**src/rtl/bpred_pkg.sv**
```systemverilog
package bpred_pkg;

  typedef enum logic [1:0] {
    OP_NONE    = 2'b00,
    OP_COMMIT  = 2'b01,
    OP_SQUASH  = 2'b10,
    OP_MISPRED = 2'b11
  } cmdOp_e;

  typedef enum logic [1:0] {
    ST_IDLE,
    ST_RETIRE,
    ST_DROP,
    ST_FIX
  } ctrlState_e;

  // strobes from control to datapath
  typedef struct packed {
    logic predAccept;
    logic cmdLatch;
    logic retireOld;
    logic dropYoung;
    logic fixYoung;
  } dpStrobe_t;

endpackage

```
**src/rtl/bpred_ctr_table.sv**
```systemverilog
module bpred_ctr_table #(
  parameter int CTR_IDX_W = 6
) (
  input  logic                 clk,
  input  logic                 rstN,
  input  logic [CTR_IDX_W-1:0] rdIdx,
  output logic                 rdTaken,
  input  logic                 updEn,
  input  logic [CTR_IDX_W-1:0] updIdx,
  input  logic                 updTaken
);
  localparam int CTR_N = 1 << CTR_IDX_W;

  logic [1:0] ctrVal [CTR_N];

  for (genvar i = 0; i < CTR_N; i++) begin : g_ctr
    logic [1:0] cntQ;
    always_ff @(posedge clk or negedge rstN) begin
      if (!rstN) begin
        cntQ <= 2'b01;
      end else if (updEn && updIdx == CTR_IDX_W'(i)) begin
        if (updTaken) begin
          if (cntQ != 2'b11) cntQ <= cntQ + 2'b01;
        end else begin
          if (cntQ != 2'b00) cntQ <= cntQ - 2'b01;
        end
      end
    end
    assign ctrVal[i] = cntQ;
  end

  assign rdTaken = ctrVal[rdIdx][1];

endmodule

```
**src/rtl/bpred_ras.sv**
```systemverilog
module bpred_ras #(
  parameter int PC_W      = 32,
  parameter int RAS_IDX_W = 3
) (
  input  logic                 clk,
  input  logic                 rstN,
  input  logic                 pushEn,
  input  logic [PC_W-1:0]      pushVal,
  input  logic                 popEn,
  input  logic                 restoreEn,
  input  logic [RAS_IDX_W-1:0] restoreIdx,
  input  logic [PC_W-1:0]      restoreVal,
  output logic [RAS_IDX_W-1:0] topIdx,
  output logic [PC_W-1:0]      topVal
);
  localparam int RAS_N = 1 << RAS_IDX_W;

  logic [PC_W-1:0]      stackQ [RAS_N];
  logic [RAS_IDX_W-1:0] ptrQ;
  logic [RAS_IDX_W-1:0] ptrUp;
  logic [RAS_IDX_W-1:0] ptrDown;

  assign ptrUp   = ptrQ + RAS_IDX_W'(1);
  assign ptrDown = ptrQ - RAS_IDX_W'(1);

  always_ff @(posedge clk or negedge rstN) begin
    if (!rstN) begin
      ptrQ <= '0;
      for (int i = 0; i < RAS_N; i++) stackQ[i] <= '0;
    end else if (restoreEn) begin
      ptrQ               <= restoreIdx;
      stackQ[restoreIdx] <= restoreVal;
    end else if (pushEn) begin
      ptrQ          <= ptrUp;
      stackQ[ptrUp] <= pushVal;
    end else if (popEn) begin
      ptrQ <= ptrDown;
    end
  end

  assign topIdx = ptrQ;
  assign topVal = stackQ[ptrQ];

endmodule

```
**src/rtl/bpred_ctrl.sv**
```systemverilog
module bpred_ctrl
  import bpred_pkg::*;
(
  input  logic      clk,
  input  logic      rstN,
  input  logic      predValid,
  input  logic      cmdValid,
  input  logic [1:0] cmdOp,
  input  logic      histFull,
  input  logic      histEmpty,
  input  logic      oldestDone,
  input  logic      youngestWrong,
  output logic      predReady,
  output logic      cmdReady,
  output dpStrobe_t stb
);
  ctrlState_e stateQ, stateD;
  cmdOp_e     opQ;

  always_ff @(posedge clk or negedge rstN) begin
    if (!rstN) begin
      stateQ <= ST_IDLE;
      opQ    <= OP_NONE;
    end else begin
      stateQ <= stateD;
      if (stb.cmdLatch) opQ <= cmdOp_e'(cmdOp);
    end
  end

  always_comb begin
    stb       = '0;
    stateD    = stateQ;
    cmdReady  = (stateQ == ST_IDLE);
    predReady = (stateQ == ST_IDLE) && !cmdValid && !histFull;
    unique case (stateQ)
      ST_IDLE: begin
        if (cmdValid) begin
          stb.cmdLatch = 1'b1;
          unique case (cmdOp_e'(cmdOp))
            OP_COMMIT:             stateD = ST_RETIRE;
            OP_SQUASH, OP_MISPRED: stateD = ST_DROP;
            default:               stateD = ST_IDLE;
          endcase
        end else if (predValid && predReady) begin
          stb.predAccept = 1'b1;
        end
      end
      ST_RETIRE: begin
        if (!histEmpty && oldestDone) stb.retireOld = 1'b1;
        else                          stateD = ST_IDLE;
      end
      ST_DROP: begin
        if (!histEmpty && youngestWrong) stb.dropYoung = 1'b1;
        else if (opQ == OP_MISPRED)      stateD = ST_FIX;
        else                             stateD = ST_IDLE;
      end
      ST_FIX: begin
        stb.fixYoung = !histEmpty;
        stateD       = ST_IDLE;
      end
      default: stateD = ST_IDLE;
    endcase
  end

endmodule

```
**src/rtl/bpred_dpath.sv**
```systemverilog
module bpred_dpath
  import bpred_pkg::*;
#(
  parameter int PC_W       = 32,
  parameter int SEQ_W      = 16,
  parameter int CTR_IDX_W  = 6,
  parameter int BTB_IDX_W  = 4,
  parameter int RAS_IDX_W  = 3,
  parameter int HIST_DEPTH = 8,
  parameter int INST_SHIFT = 2,
  localparam int CNT_W     = $clog2(HIST_DEPTH + 1)
) (
  input  logic             clk,
  input  logic             rstN,
  input  dpStrobe_t        stb,
  input  logic [PC_W-1:0]  predPc,
  input  logic [SEQ_W-1:0] predSeq,
  input  logic             predUncond,
  input  logic             predCall,
  input  logic             predRet,
  output logic             predTaken,
  output logic [PC_W-1:0]  predNextPc,
  input  logic [SEQ_W-1:0] cmdSeq,
  input  logic             cmdTaken,
  input  logic [PC_W-1:0]  cmdTarget,
  output logic             histFull,
  output logic             histEmpty,
  output logic             oldestDone,
  output logic             youngestWrong,
  output logic [CNT_W-1:0] histCount
);
  localparam int PTR_W  = $clog2(HIST_DEPTH);
  localparam int WPC_W  = PC_W - INST_SHIFT;
  localparam int TAG_W  = WPC_W - BTB_IDX_W;
  localparam int BTB_N  = 1 << BTB_IDX_W;
  localparam logic [PC_W-1:0] STEP = PC_W'(1) << INST_SHIFT;

  // latched command operands
  logic [SEQ_W-1:0] seqQ;
  logic             takenQ;
  logic [PC_W-1:0]  targetQ;

  always_ff @(posedge clk or negedge rstN) begin
    if (!rstN) begin
      seqQ    <= '0;
      takenQ  <= 1'b0;
      targetQ <= '0;
    end else if (stb.cmdLatch) begin
      seqQ    <= cmdSeq;
      takenQ  <= cmdTaken;
      targetQ <= cmdTarget;
    end
  end

  // history queue storage
  logic [SEQ_W-1:0]     hSeq    [HIST_DEPTH];
  logic [WPC_W-1:0]     hPc     [HIST_DEPTH];
  logic                 hTaken  [HIST_DEPTH];
  logic                 hUseRas [HIST_DEPTH];
  logic                 hCall   [HIST_DEPTH];
  logic [RAS_IDX_W-1:0] hRasIdx [HIST_DEPTH];
  logic [PC_W-1:0]      hRasVal [HIST_DEPTH];

  logic [PTR_W-1:0] headQ, tailQ, yIdx, headNext, tailNext;
  logic [CNT_W-1:0] cntQ;

  assign headNext = (headQ == PTR_W'(HIST_DEPTH - 1)) ? '0 : headQ + PTR_W'(1);
  assign tailNext = (tailQ == PTR_W'(HIST_DEPTH - 1)) ? '0 : tailQ + PTR_W'(1);
  assign yIdx     = (tailQ == '0) ? PTR_W'(HIST_DEPTH - 1) : tailQ - PTR_W'(1);

  assign histFull      = (cntQ == CNT_W'(HIST_DEPTH));
  assign histEmpty     = (cntQ == '0);
  assign histCount     = cntQ;
  assign oldestDone    = (hSeq[headQ] <= seqQ);
  assign youngestWrong = (hSeq[yIdx] > seqQ);

  // prediction lookup
  logic [WPC_W-1:0]     wordPc;
  logic                 ctrTaken, dirTaken, useRas, btbHit, finalTaken, pushCall;
  logic [BTB_IDX_W-1:0] btbRdIdx;
  logic [PC_W-1:0]      rasTop, seqPc, target;
  logic [RAS_IDX_W-1:0] rasTopIdx;

  logic                 btbValid [BTB_N];
  logic [TAG_W-1:0]     btbTag   [BTB_N];
  logic [PC_W-1:0]      btbTgt   [BTB_N];

  assign wordPc     = predPc[PC_W-1:INST_SHIFT];
  assign btbRdIdx   = wordPc[BTB_IDX_W-1:0];
  assign btbHit     = btbValid[btbRdIdx] && (btbTag[btbRdIdx] == wordPc[WPC_W-1 -: TAG_W]);
  assign dirTaken   = predUncond || ctrTaken;
  assign useRas     = dirTaken && predRet;
  assign pushCall   = dirTaken && predCall && !predRet;
  assign finalTaken = useRas || (dirTaken && !predRet && btbHit);
  assign seqPc      = predPc + STEP;
  assign target     = useRas ? rasTop : btbTgt[btbRdIdx];
  assign predTaken  = finalTaken;
  assign predNextPc = finalTaken ? target : seqPc;

  // history pointer and count
  always_ff @(posedge clk or negedge rstN) begin
    if (!rstN) begin
      headQ <= '0;
      tailQ <= '0;
      cntQ  <= '0;
    end else if (stb.predAccept) begin
      tailQ <= tailNext;
      cntQ  <= cntQ + CNT_W'(1);
    end else if (stb.retireOld) begin
      headQ <= headNext;
      cntQ  <= cntQ - CNT_W'(1);
    end else if (stb.dropYoung) begin
      tailQ <= yIdx;
      cntQ  <= cntQ - CNT_W'(1);
    end
  end

  // history record contents
  always_ff @(posedge clk) begin
    if (stb.predAccept) begin
      hSeq[tailQ]    <= predSeq;
      hPc[tailQ]     <= wordPc;
      hTaken[tailQ]  <= dirTaken;
      hUseRas[tailQ] <= useRas;
      hCall[tailQ]   <= pushCall;
      hRasIdx[tailQ] <= rasTopIdx;
      hRasVal[tailQ] <= rasTop;
    end else if (stb.fixYoung) begin
      hTaken[yIdx] <= takenQ;
    end
  end

  // target buffer, written only on a mispredict fix
  logic [WPC_W-1:0]     fixPc;
  logic [BTB_IDX_W-1:0] btbWrIdx;

  assign fixPc    = hPc[yIdx];
  assign btbWrIdx = fixPc[BTB_IDX_W-1:0];

  always_ff @(posedge clk or negedge rstN) begin
    if (!rstN) begin
      for (int i = 0; i < BTB_N; i++) begin
        btbValid[i] <= 1'b0;
        btbTag[i]   <= '0;
        btbTgt[i]   <= '0;
      end
    end else if (stb.fixYoung) begin
      btbValid[btbWrIdx] <= 1'b1;
      btbTag[btbWrIdx]   <= fixPc[WPC_W-1 -: TAG_W];
      btbTgt[btbWrIdx]   <= targetQ;
    end
  end

  // direction counters: trained by retire or fix only
  logic                 ctrUpdEn, ctrUpdTaken;
  logic [CTR_IDX_W-1:0] ctrUpdIdx;

  always_comb begin
    ctrUpdEn    = stb.retireOld || stb.fixYoung;
    ctrUpdIdx   = stb.retireOld ? hPc[headQ][CTR_IDX_W-1:0] : fixPc[CTR_IDX_W-1:0];
    ctrUpdTaken = stb.retireOld ? hTaken[headQ] : takenQ;
  end

  bpred_ctr_table #(.CTR_IDX_W(CTR_IDX_W)) ctr_i (
    .clk      (clk),
    .rstN     (rstN),
    .rdIdx    (wordPc[CTR_IDX_W-1:0]),
    .rdTaken  (ctrTaken),
    .updEn    (ctrUpdEn),
    .updIdx   (ctrUpdIdx),
    .updTaken (ctrUpdTaken)
  );

  // return stack with per-record repair
  logic rasPush, rasPop, rasRestore;

  assign rasPush    = stb.predAccept && pushCall;
  assign rasRestore = stb.dropYoung && hUseRas[yIdx];
  assign rasPop     = (stb.predAccept && useRas) ||
                      (stb.dropYoung && hCall[yIdx] && !hUseRas[yIdx]);

  bpred_ras #(.PC_W(PC_W), .RAS_IDX_W(RAS_IDX_W)) ras_i (
    .clk        (clk),
    .rstN       (rstN),
    .pushEn     (rasPush),
    .pushVal    (seqPc),
    .popEn      (rasPop),
    .restoreEn  (rasRestore),
    .restoreIdx (hRasIdx[yIdx]),
    .restoreVal (hRasVal[yIdx]),
    .topIdx     (rasTopIdx),
    .topVal     (rasTop)
  );

endmodule

```
**src/rtl/bpred_hist_unit.sv**
```systemverilog
module bpred_hist_unit
  import bpred_pkg::*;
#(
  parameter int PC_W       = 32,
  parameter int SEQ_W      = 16,
  parameter int CTR_IDX_W  = 6,
  parameter int BTB_IDX_W  = 4,
  parameter int RAS_IDX_W  = 3,
  parameter int HIST_DEPTH = 8,
  parameter int INST_SHIFT = 2
) (
  input  logic             clk,
  input  logic             rstN,
  input  logic             predValid,
  output logic             predReady,
  input  logic [PC_W-1:0]  predPc,
  input  logic [SEQ_W-1:0] predSeq,
  input  logic             predUncond,
  input  logic             predCall,
  input  logic             predRet,
  output logic             predTaken,
  output logic [PC_W-1:0]  predNextPc,
  input  logic             cmdValid,
  output logic             cmdReady,
  input  logic [1:0]       cmdOp,
  input  logic [SEQ_W-1:0] cmdSeq,
  input  logic             cmdTaken,
  input  logic [PC_W-1:0]  cmdTarget
);
  localparam int CNT_W = $clog2(HIST_DEPTH + 1);

  dpStrobe_t        stb;
  logic             histFull, histEmpty, oldestDone, youngestWrong;
  logic [CNT_W-1:0] histCount;

  bpred_ctrl ctrl_i (
    .clk           (clk),
    .rstN          (rstN),
    .predValid     (predValid),
    .cmdValid      (cmdValid),
    .cmdOp         (cmdOp),
    .histFull      (histFull),
    .histEmpty     (histEmpty),
    .oldestDone    (oldestDone),
    .youngestWrong (youngestWrong),
    .predReady     (predReady),
    .cmdReady      (cmdReady),
    .stb           (stb)
  );

  bpred_dpath #(
    .PC_W(PC_W), .SEQ_W(SEQ_W), .CTR_IDX_W(CTR_IDX_W), .BTB_IDX_W(BTB_IDX_W),
    .RAS_IDX_W(RAS_IDX_W), .HIST_DEPTH(HIST_DEPTH), .INST_SHIFT(INST_SHIFT)
  ) dpath_i (
    .clk           (clk),
    .rstN          (rstN),
    .stb           (stb),
    .predPc        (predPc),
    .predSeq       (predSeq),
    .predUncond    (predUncond),
    .predCall      (predCall),
    .predRet       (predRet),
    .predTaken     (predTaken),
    .predNextPc    (predNextPc),
    .cmdSeq        (cmdSeq),
    .cmdTaken      (cmdTaken),
    .cmdTarget     (cmdTarget),
    .histFull      (histFull),
    .histEmpty     (histEmpty),
    .oldestDone    (oldestDone),
    .youngestWrong (youngestWrong),
    .histCount     (histCount)
  );

endmodule

```
**config.mk**
```make
export PLATFORM = sky130hd
export DESIGN_NAME = bpred_hist_unit
export DESIGN_NICKNAME = d
export VERILOG_FILES = /design/src/rtl/bpred_pkg.sv /design/src/rtl/bpred_ctr_table.sv /design/src/rtl/bpred_ras.sv /design/src/rtl/bpred_ctrl.sv /design/src/rtl/bpred_dpath.sv /design/src/rtl/bpred_hist_unit.sv
export SDC_FILE = /design/constraint.sdc
export NUM_CORES = 2
export LEC_CHECK = 0
export ABC_CLOCK_PERIOD_IN_PS = 15950
export BUFFER_PORTS_ARGS = -buffer_cell sky130_fd_sc_hd__buf_2
export CELL_PAD_IN_SITES_DETAIL_PLACEMENT = 1
export CELL_PAD_IN_SITES_GLOBAL_PLACEMENT = 1
export CORE_MARGIN = 4
export CORE_UTILIZATION = 59
export CTS_BUF_LIST = sky130_fd_sc_hd__clkbuf_4 sky130_fd_sc_hd__clkbuf_8
export CTS_CLUSTER_SIZE = 12
export DETAILED_ROUTE_END_ITERATION = 10
export PLACE_DENSITY_LB_ADDON = 0.12
export SLEW_MARGIN = 30
export SYNTH_ARGS = -nofsm -noshare
export SYNTH_HDL_FRONTEND = slang
export SYNTH_SLANG_ARGS = --single-unit
```
**constraint.sdc**
```tcl
create_clock -name clk -period 15.95 [get_ports clk]
set_input_delay 1.595 -clock clk [delete_from_list [all_inputs] [get_ports clk]]
set_output_delay 1.595 -clock clk [all_outputs]
set_load 0.05 [all_outputs]
```
==> Word level (Yosys, flattened, before mapping) <==
Memory sizes are Yosys's and may differ from the RTL's.
Cells that the tools add are included.
{ "classes": {"addsub": 136, "n_mux": 262, "eq_ne": 206, "reduce_logical": 297, "order_cmp": 11, "bitwise": 8} }
{ "op_table": {"columns": ["cell", "n"], "rows": [
  ["bitwise mux 256 bit", 2],
  ["bitwise mux 512 bit", 1],
  ["two-way mux 256 bit", 2],
  ["bitwise mux 416 bit", 1],
  ["two-way mux 2 bit", 199],
  ["two-way mux 32 bit", 9],
  ["inequality test 2 bit, second input constant", 131],
  ["nonzero test 2 bit", 130],
  ["AND reduction 3 bit", 65],
  ["demux 32 bit (select 3 bit)", 2],
  ["== test 6 bit, second input constant", 32],
  ["adder 2 x 1 -> 2 bit, second input constant", 64],
  ["binary-select mux 32 bit (select 4 bit)", 1],
  ["demux 32 bit (select 4 bit)", 1],
  ["subtractor 2 x 1 -> 2 bit, second input constant", 64],
  ["binary-select mux 26 bit (select 4 bit)", 1],
  ["demux 26 bit (select 4 bit)", 1],
  ["binary-select mux 32 bit (select 3 bit)", 1],
  ["== test 6 x 5 -> 1 bit, second input constant", 16],
  ["logical AND 1 bit", 83],
  ["two-way mux 26 bit", 3],
  ["== test 6 x 4 -> 1 bit, second input constant", 8],
  ["adder 32 x 3 -> 32 bit, second input constant", 1],
  ["two-way mux 3 bit", 10],
  ["43 further kinds", 92]
]} }
{ "word_totals": {"wordCells": 1056, "register_bits": 1394, "output_inout_bits": 35, "mem_count": 7, "ramBits": 672} }
{ "mem_list": {"columns": ["name", "depth", "width", "rd", "rd_ports_with_merged_regs", "wr", "line_no", "source"], "rows": [
  ["dpath_i.hRasVal", 8, 32, 1, 0, 1, "bpred_dpath.sv:62", "logic [PC_W-1:0] hRasVal [HIST_DEPTH];"],
  ["dpath_i.hPc", 8, 30, 2, 0, 1, "bpred_dpath.sv:57", "logic [WPC_W-1:0] hPc [HIST_DEPTH];"],
  ["dpath_i.hSeq", 8, 16, 2, 0, 1, "bpred_dpath.sv:56", "logic [SEQ_W-1:0] hSeq [HIST_DEPTH];"],
  ["dpath_i.hRasIdx", 8, 3, 1, 0, 1, "bpred_dpath.sv:61", "logic [RAS_IDX_W-1:0] hRasIdx [HIST_DEPTH];"],
  ["dpath_i.hCall", 8, 1, 1, 0, 1, "bpred_dpath.sv:60", "logic hCall [HIST_DEPTH];"],
  ["dpath_i.hTaken", 8, 1, 1, 0, 1, "bpred_dpath.sv:58", "logic hTaken [HIST_DEPTH];"],
  ["+1 memories", null, null, null, null, null, null, null]
]} }

==> Logic depth before layout (Yosys ltp) <==
An unclocked memory read counts as a cell.
{ "depth": {"word_depth": 13, "ltp_mapped": 31, "mapped_depth_nobuf": 18} }

==> Cells and area by module <==
Synthesis repeated with hierarchy kept, for this count alone.
{ "unflattened": {"hier_cells": 7389, "hier_area_um2": 95196.3} }
{ "modules_own_cells": {"columns": ["mod", "instances", "area_each_um2", "cells_per_inst"], "rows": [
  ["bpred_dpath", 1, 73833.3, 5280],
  ["bpred_ras", 1, 13730.7, 1252],
  ["bpred_ctr_table", 1, 7377.1, 836],
  ["bpred_ctrl", 1, 255.2, 21]
]} }

==> Worst setup path after synthesis <==
No wires, ideal clock.
{ "synth_path": {"path_kind": "input port to flip-flop", "from": "input cmdValid", "to": "memory dpath_i.hCall[5] (enable)", "setup_time_ns": 0.627, "cell_stages": 5, "setup_slack_ns": 4.931, "arrival_time_ns": 10.392, "n_path_buf": 1, "cell_sequence": "a2111oi_0 -> and2_1 -> clkbuf_1 -> nand2_1 -> nor3_1"} }
{ "synth_via": {"elab_chain_len": 9} }
{ "synth_lines": {"columns": ["item", "line_no", "source"], "rows": [
  ["start: declaration", "bpred_hist_unit.sv:23", "input logic cmdValid,"],
  ["logical NOT 1 bit", "bpred_ctrl.sv:34", "predReady = (stateQ == ST_IDLE) && !cmdValid && !histFull;"],
  ["logical AND 1 bit (2 in series)", "bpred_ctrl.sv:34", null],
  ["logical AND 1 bit", "bpred_ctrl.sv:44", "end else if (predValid && predReady) begin"],
  ["two-way mux 1 bit", "bpred_ctrl.sv:44", null],
  ["two-way mux 1 bit *", "bpred_ctrl.sv:37", "if (cmdValid) begin"],
  ["two-way mux 2 bit *", "bpred_ctrl.sv:35", "unique case (stateQ)"],
  ["two-way mux 1 bit *", "bpred_dpath.sv:120", "if (stb.predAccept) begin"],
  ["two-way mux 1 bit (implied by the code) *", "bpred_dpath.sv:125", "hCall[tailQ] <= pushCall;"],
  ["end: declaration", "bpred_dpath.sv:60", null]
]} }
Mark *: on every way between the ends. The rest lies on a longest branch, timed or not.

==> Worst setup path after layout <==
{ "layout_path": {"from": "input predPc[2]", "to": "output predNextPc[5]"} }
{ "layout_via": {"elab_chain_len": 9} }
{ "layout_lines": {"columns": ["item", "line_no", "source"], "rows": [
  ["start: declaration", "bpred_hist_unit.sv:16", "input logic [PC_W-1:0] predPc,"],
  ["inverter 4 -> 5 bit (implied by the code) / inverter 6 -> 7 bit (equally long branches)", "bpred_dpath.sv:90, bpred_dpath.sv:96, bpred_ctr_table.sv:32", null],
  ["binary-select mux 26 bit (select 4 bit) / binary-select mux 2 bit (select 6 bit) (equally long branches)", "bpred_dpath.sv:90, bpred_ctr_table.sv:32", null],
  ["two-way mux 26 bit (implied by the code) / two-way mux 2 bit (equally long branches) (2 in series)", "bpred_dpath.sv:90, bpred_ctr_table.sv:32", null],
  ["== test 26 bit / logical OR 1 bit (equally long branches)", "bpred_dpath.sv:90, bpred_dpath.sv:91", null],
  ["logical AND 1 bit, on equally long branches", "bpred_dpath.sv:90, bpred_dpath.sv:94", null],
  ["logical AND 1 bit", "bpred_dpath.sv:94", "assign finalTaken = useRas || (dirTaken && !predRet && btbHit);"],
  ["logical OR 1 bit", "bpred_dpath.sv:94", null],
  ["two-way mux 32 bit *", "bpred_dpath.sv:98", "assign predNextPc = finalTaken ? target : seqPc;"],
  ["end: declaration", "bpred_hist_unit.sv:22", "output logic [PC_W-1:0] predNextPc,"]
]} }
Mark *: on every way between the ends. The rest lies on a longest branch, timed or not. The select of a mux whose other input is x is not followed.

==> run_results.csv <==
group,metric,value,unit
global_routing,grt_pass1_vias,69711,
detailed_routing,wire_per_inst,32.1,µm
clock_network,cts_buffers,353,
detailed_routing,avgViaCountPerCell,6.90,
placement,dp_hpwl,183,mm
logic_synthesis,synth-seq-cells,2066,
worst_setup_path,crit_end,"predNextPc[5]",
placement,port_buffers,140,
worst_setup_path,worst_setup_path_start_kind,"input port",
timing,finalSetupTns,0,ns
min_path,worstHoldPathType,"flip-flop to flip-flop",
worst_setup_path,cp_slowest_cell,"buf_4",
floorplanning,fp.dieW,407,µm
global_routing,globalRouteOverflowTotal,0,
timing,maxSlewHeadroom,0.208,
logic_synthesis,ys_top_cells_by_area,"dfrtp_1, edfxtp_1, mux4_2, mux2_2, o21ai_0",
worst_setup_path,path_class,"input port to output port",
timing,final-setup-viol-count,0,
floorplanning,fp-row-count,146,
clock_network,clkTransAtPathRegs,0.06,ns
timing,finalCritPeriodShare,0.589,
logic_synthesis,syn_avg_cell_area,13.5,µm²
worst_setup_path,cp_max_fo,62,
logic_synthesis,ys_warn_count,0,
floorplanning,die-area,0.166,mm²
detailed_routing,ant_nets,0,
worst_setup_path,critical_path.reg2reg.startpoint,"dpath_i.tailQ[0]$_DFFE_PN0P_",
floorplanning,core-area,0.158,mm²
finish,syn2layout_area_growth,10.6,%
finish,stdcell_count,9394,
clock_network,h-tree-depth,5,
pwr,cellPowerDensity,193,mW/mm²
timing,drv_slew,0,
timing,worst_pin_slew,1.18,ns
pwr,p_leak,43.7,nW
placement,gp_congestion,0.904,
clock_network,clockRootBuffer,"clkbuf_8",
clock_network,postCtsSetupBuffers,0,
placement,dp.cells,8743,
detailed_routing,drc,0,
finish,layout-drive-gt1-share,0.288,
global_routing,antenna_found_initial,43,
logic_synthesis,synth.distinct_cells,81,
global_routing,track_usage,0.367,
global_routing,grt_pass1_wl,452,mm
global_routing,grt_start_max_net_pins,175,
detailed_routing,drt-initial-drc-count,7019,
detailed_routing,vias,64782,
timing,fmax,106,MHz
timing,rsz0062_at_grt,"false",
job,max_cap_viol_count,0,
worst_setup_path,worst_setup_path_end_kind,"output port",
floorplanning,die_height,407,µm
placement,placed_area,0.0965,mm²
floorplanning,floorplan.initialDensity,0.593,
logic_synthesis,yosys.area.top_type,"dfrtp_1",
finish,nets,7179,
logic_synthesis,synth-async-reset-ratio,0.675,
worst_setup_path,timing.rr.end,"dpath_i.ras_i.stackQ[54]$_DFFE_PN0P_",
worst_setup_path,reg2reg_slack,7.67,ns
worst_setup_path,crit_path_max_incr_delay,0.80,ns
worst_setup_path,path_cells,"buf_8, buf_4, buf_4, mux4_1, mux2i_1, o31ai_1, nor4_1, nand4_1, nor4_1, and4b_2, buf_4, mux2i_1, o21ai_0, buf_2",
logic_synthesis,synth_top_area_share,0.354,
pwr,peakVddDrop,145,µV
worst_setup_path,cp.arrival,7.80,ns
worst_setup_path,path_depth,14,
worst_setup_path,crit_family,"buffers and inverters",
clock_network,cts_tree,"done",
worst_setup_path,reg2reg_depth,21,
placement,dpl_worst_slack,6.61,ns
logic_synthesis,synth_area,0.0940,mm²
timing,final_critical_path_setup_slack,6.56,ns
logic_synthesis,synth_cells,6951,
timing,clock_skew,0.0549,ns
worst_setup_path,crit_top_cell,"buf_4",
clock_network,clock_path_buffers,4,
detailed_routing,dr.pass1.iters,6,
finish,layout.area.seq,0.0552,mm²
clock_network,clock_latency,1.08,ns
logic_synthesis,synthTopCellsByCount,"dfrtp_1, nand2_1, edfxtp_1",
timing,min_period,9.39,ns
clock_network,cts_sinks,2066,
finish,fillerInstances,14681,
outcome,status,"complete, no violations",
clock_network,post_cts_resized,0,
floorplanning,pin_count,141,
finish,final_util,0.656,
logic_synthesis,synthFlopType,"dfrtp_1",
detailed_routing,drt-total-wl,301,mm
timing,hold_viol_final,0,
logic_synthesis,syn_nets,7101,
finish,multi_input_area,0.0366,mm²
clock_network,ctsHoldBuffers,0,
worst_setup_path,cp_num_buf_inv,5,
worst_setup_path,cp.required,14.36,ns
logic_synthesis,yosysSeqAreaShare,0.587,
logic_synthesis,synth_edf_count,672,
worst_setup_path,startpoint,"predPc[2]",
logic_synthesis,yosysMostFrequentCell,"dfrtp_1",
finish,stdcell_area,0.104,mm²
through the flow:
step	hold WS [ns]	total power, W
floorplan	0.425	0.0122
global placement	0.442	0.0145
detailed placement	0.449	0.0150
CTS	0.468	0.0200
global route	0.482	0.0210
finish	0.467	0.0201
power by group:
part	switching (W)	total (W)	internal, W	leakage, nW
Combinational	0.00475	0.00737	0.00262	15.2
Clock	0.00219	0.00487	0.00268	3.81
Sequential	0.000925	0.00784	0.00691	24.7
Total	0.00786	0.0201	0.0122	43.7
placed cells by master, fill, tap and decap left out, types with 31 or more instances in the layout:
master    instances
dfrtp_1        1325
nand2_1         717
edfxtp_1        672
o21ai_0         651
mux2_2          624
mux4_2          423
clkbuf_8        412
nor2_1          218
a22oi_1         196
mux2i_1         160
clkbuf_4        146
a21oi_1         138
buf_2           136
o221ai_1        132
buf_4           126
inv_1            97
nand3_1          74
dfstp_2          64
nor2b_1          56
xnor2_1          50
nor3_1           49
a31oi_1          47
a221oi_1         45
a221o_1          44
ha_1             43
nand2b_1         41
nand3b_1         33
mux4_1           31
registers in the layout (all words and copies together) (netlist names), 16 cells and up:
signal,count
dpath_i.btbTag,416
dpath_i.btbTgt,512
dpath_i.btbValid,16
dpath_i.ctr_i.g_ctr.cntQ,128
dpath_i.hPc,240
dpath_i.hRasIdx,24
dpath_i.hRasVal,256
dpath_i.hSeq,128
dpath_i.ras_i.stackQ,256
dpath_i.seqQ,16
dpath_i.targetQ,32
layer usage:
layer	track usage	wire, µm	vias up
li1	-	-	26537
met1	0.490	116000	34079
met2	0.576	142000	3269
met3	0.0822	28000	885
met4	0.182	15200	12
met5	0	87	-
worst reg2reg max path, cell delays in order (launching register included):
cell and delay (ns):
dfrtp_1 0.36, buf_4 0.23, inv_6 0.49, ha_1 0.41, nand2b_1 0.49, nand2_2 0.23, buf_4 0.51, mux4_2 0.63
nand2_1 0.12, o31ai_1 0.12, ha_1 0.35, nand4_1 0.20, nor4_1 0.54, o21ai_0 0.20, o2111ai_1 0.44, nand2_1 0.75
nor3_2 0.37, buf_4 0.51, o21ai_2 0.44, buf_4 0.38, a22oi_1 0.25, o21ai_0 0.13
layout make-up:
type | count | share of cell area
flip-flops and latches | 2066 | 0.531
multi-input cells | 4223 | 0.352
clock buffers | 558 | 0.0651
well taps | 2072 | 0.0250
repair buffers | 285 | 0.0194
inverters | 100 | 0.00371
clock inverters | 65 | 0.00307
diodes | 25 | 0.000602
logic make-up (layout without fill, tap and decap cells):
group	after synthesis	in the layout	share of synthesized area
XOR/XNOR	76	76	0.00708
AO/OA/AOI/OAI	1540	1540	0.105
adder cells (fa/ha/maj)	44	44	0.00594
buffers and inverters	662	1008	0.0300
flip-flops	2066	2066	0.587
AND/OR/NAND/NOR	1313	1313	0.0610
multiplexers	1250	1250	0.204
other	0	25	0
worst min path at each step:
stage,start,endpoint,slack [ns],depth (start not counted)
6_report,dpath_i.ras_i.stackQ[146]$_DFFE_PN0P_,dpath_i.ras_i.stackQ[146]$_DFFE_PN0P_,0.47,2
5_1_grt,dpath_i.btbValid[1]$_DFFE_PN0P_,dpath_i.btbValid[1]$_DFFE_PN0P_,0.48,1
4_1_cts,dpath_i.ras_i.stackQ[127]$_DFFE_PN0P_,dpath_i.ras_i.stackQ[127]$_DFFE_PN0P_,0.47,2
3_5_place_dp,dpath_i.btbValid[1]$_DFFE_PN0P_,dpath_i.btbValid[1]$_DFFE_PN0P_,0.45,1
3_3_place_gp,dpath_i.btbValid[7]$_DFFE_PN0P_,dpath_i.btbValid[7]$_DFFE_PN0P_,0.44,1
2_1_floorplan,dpath_i.btbValid[2]$_DFFE_PN0P_,dpath_i.btbValid[2]$_DFFE_PN0P_,0.43,1
Note: power is estimated with default switching activity, not from simulation.
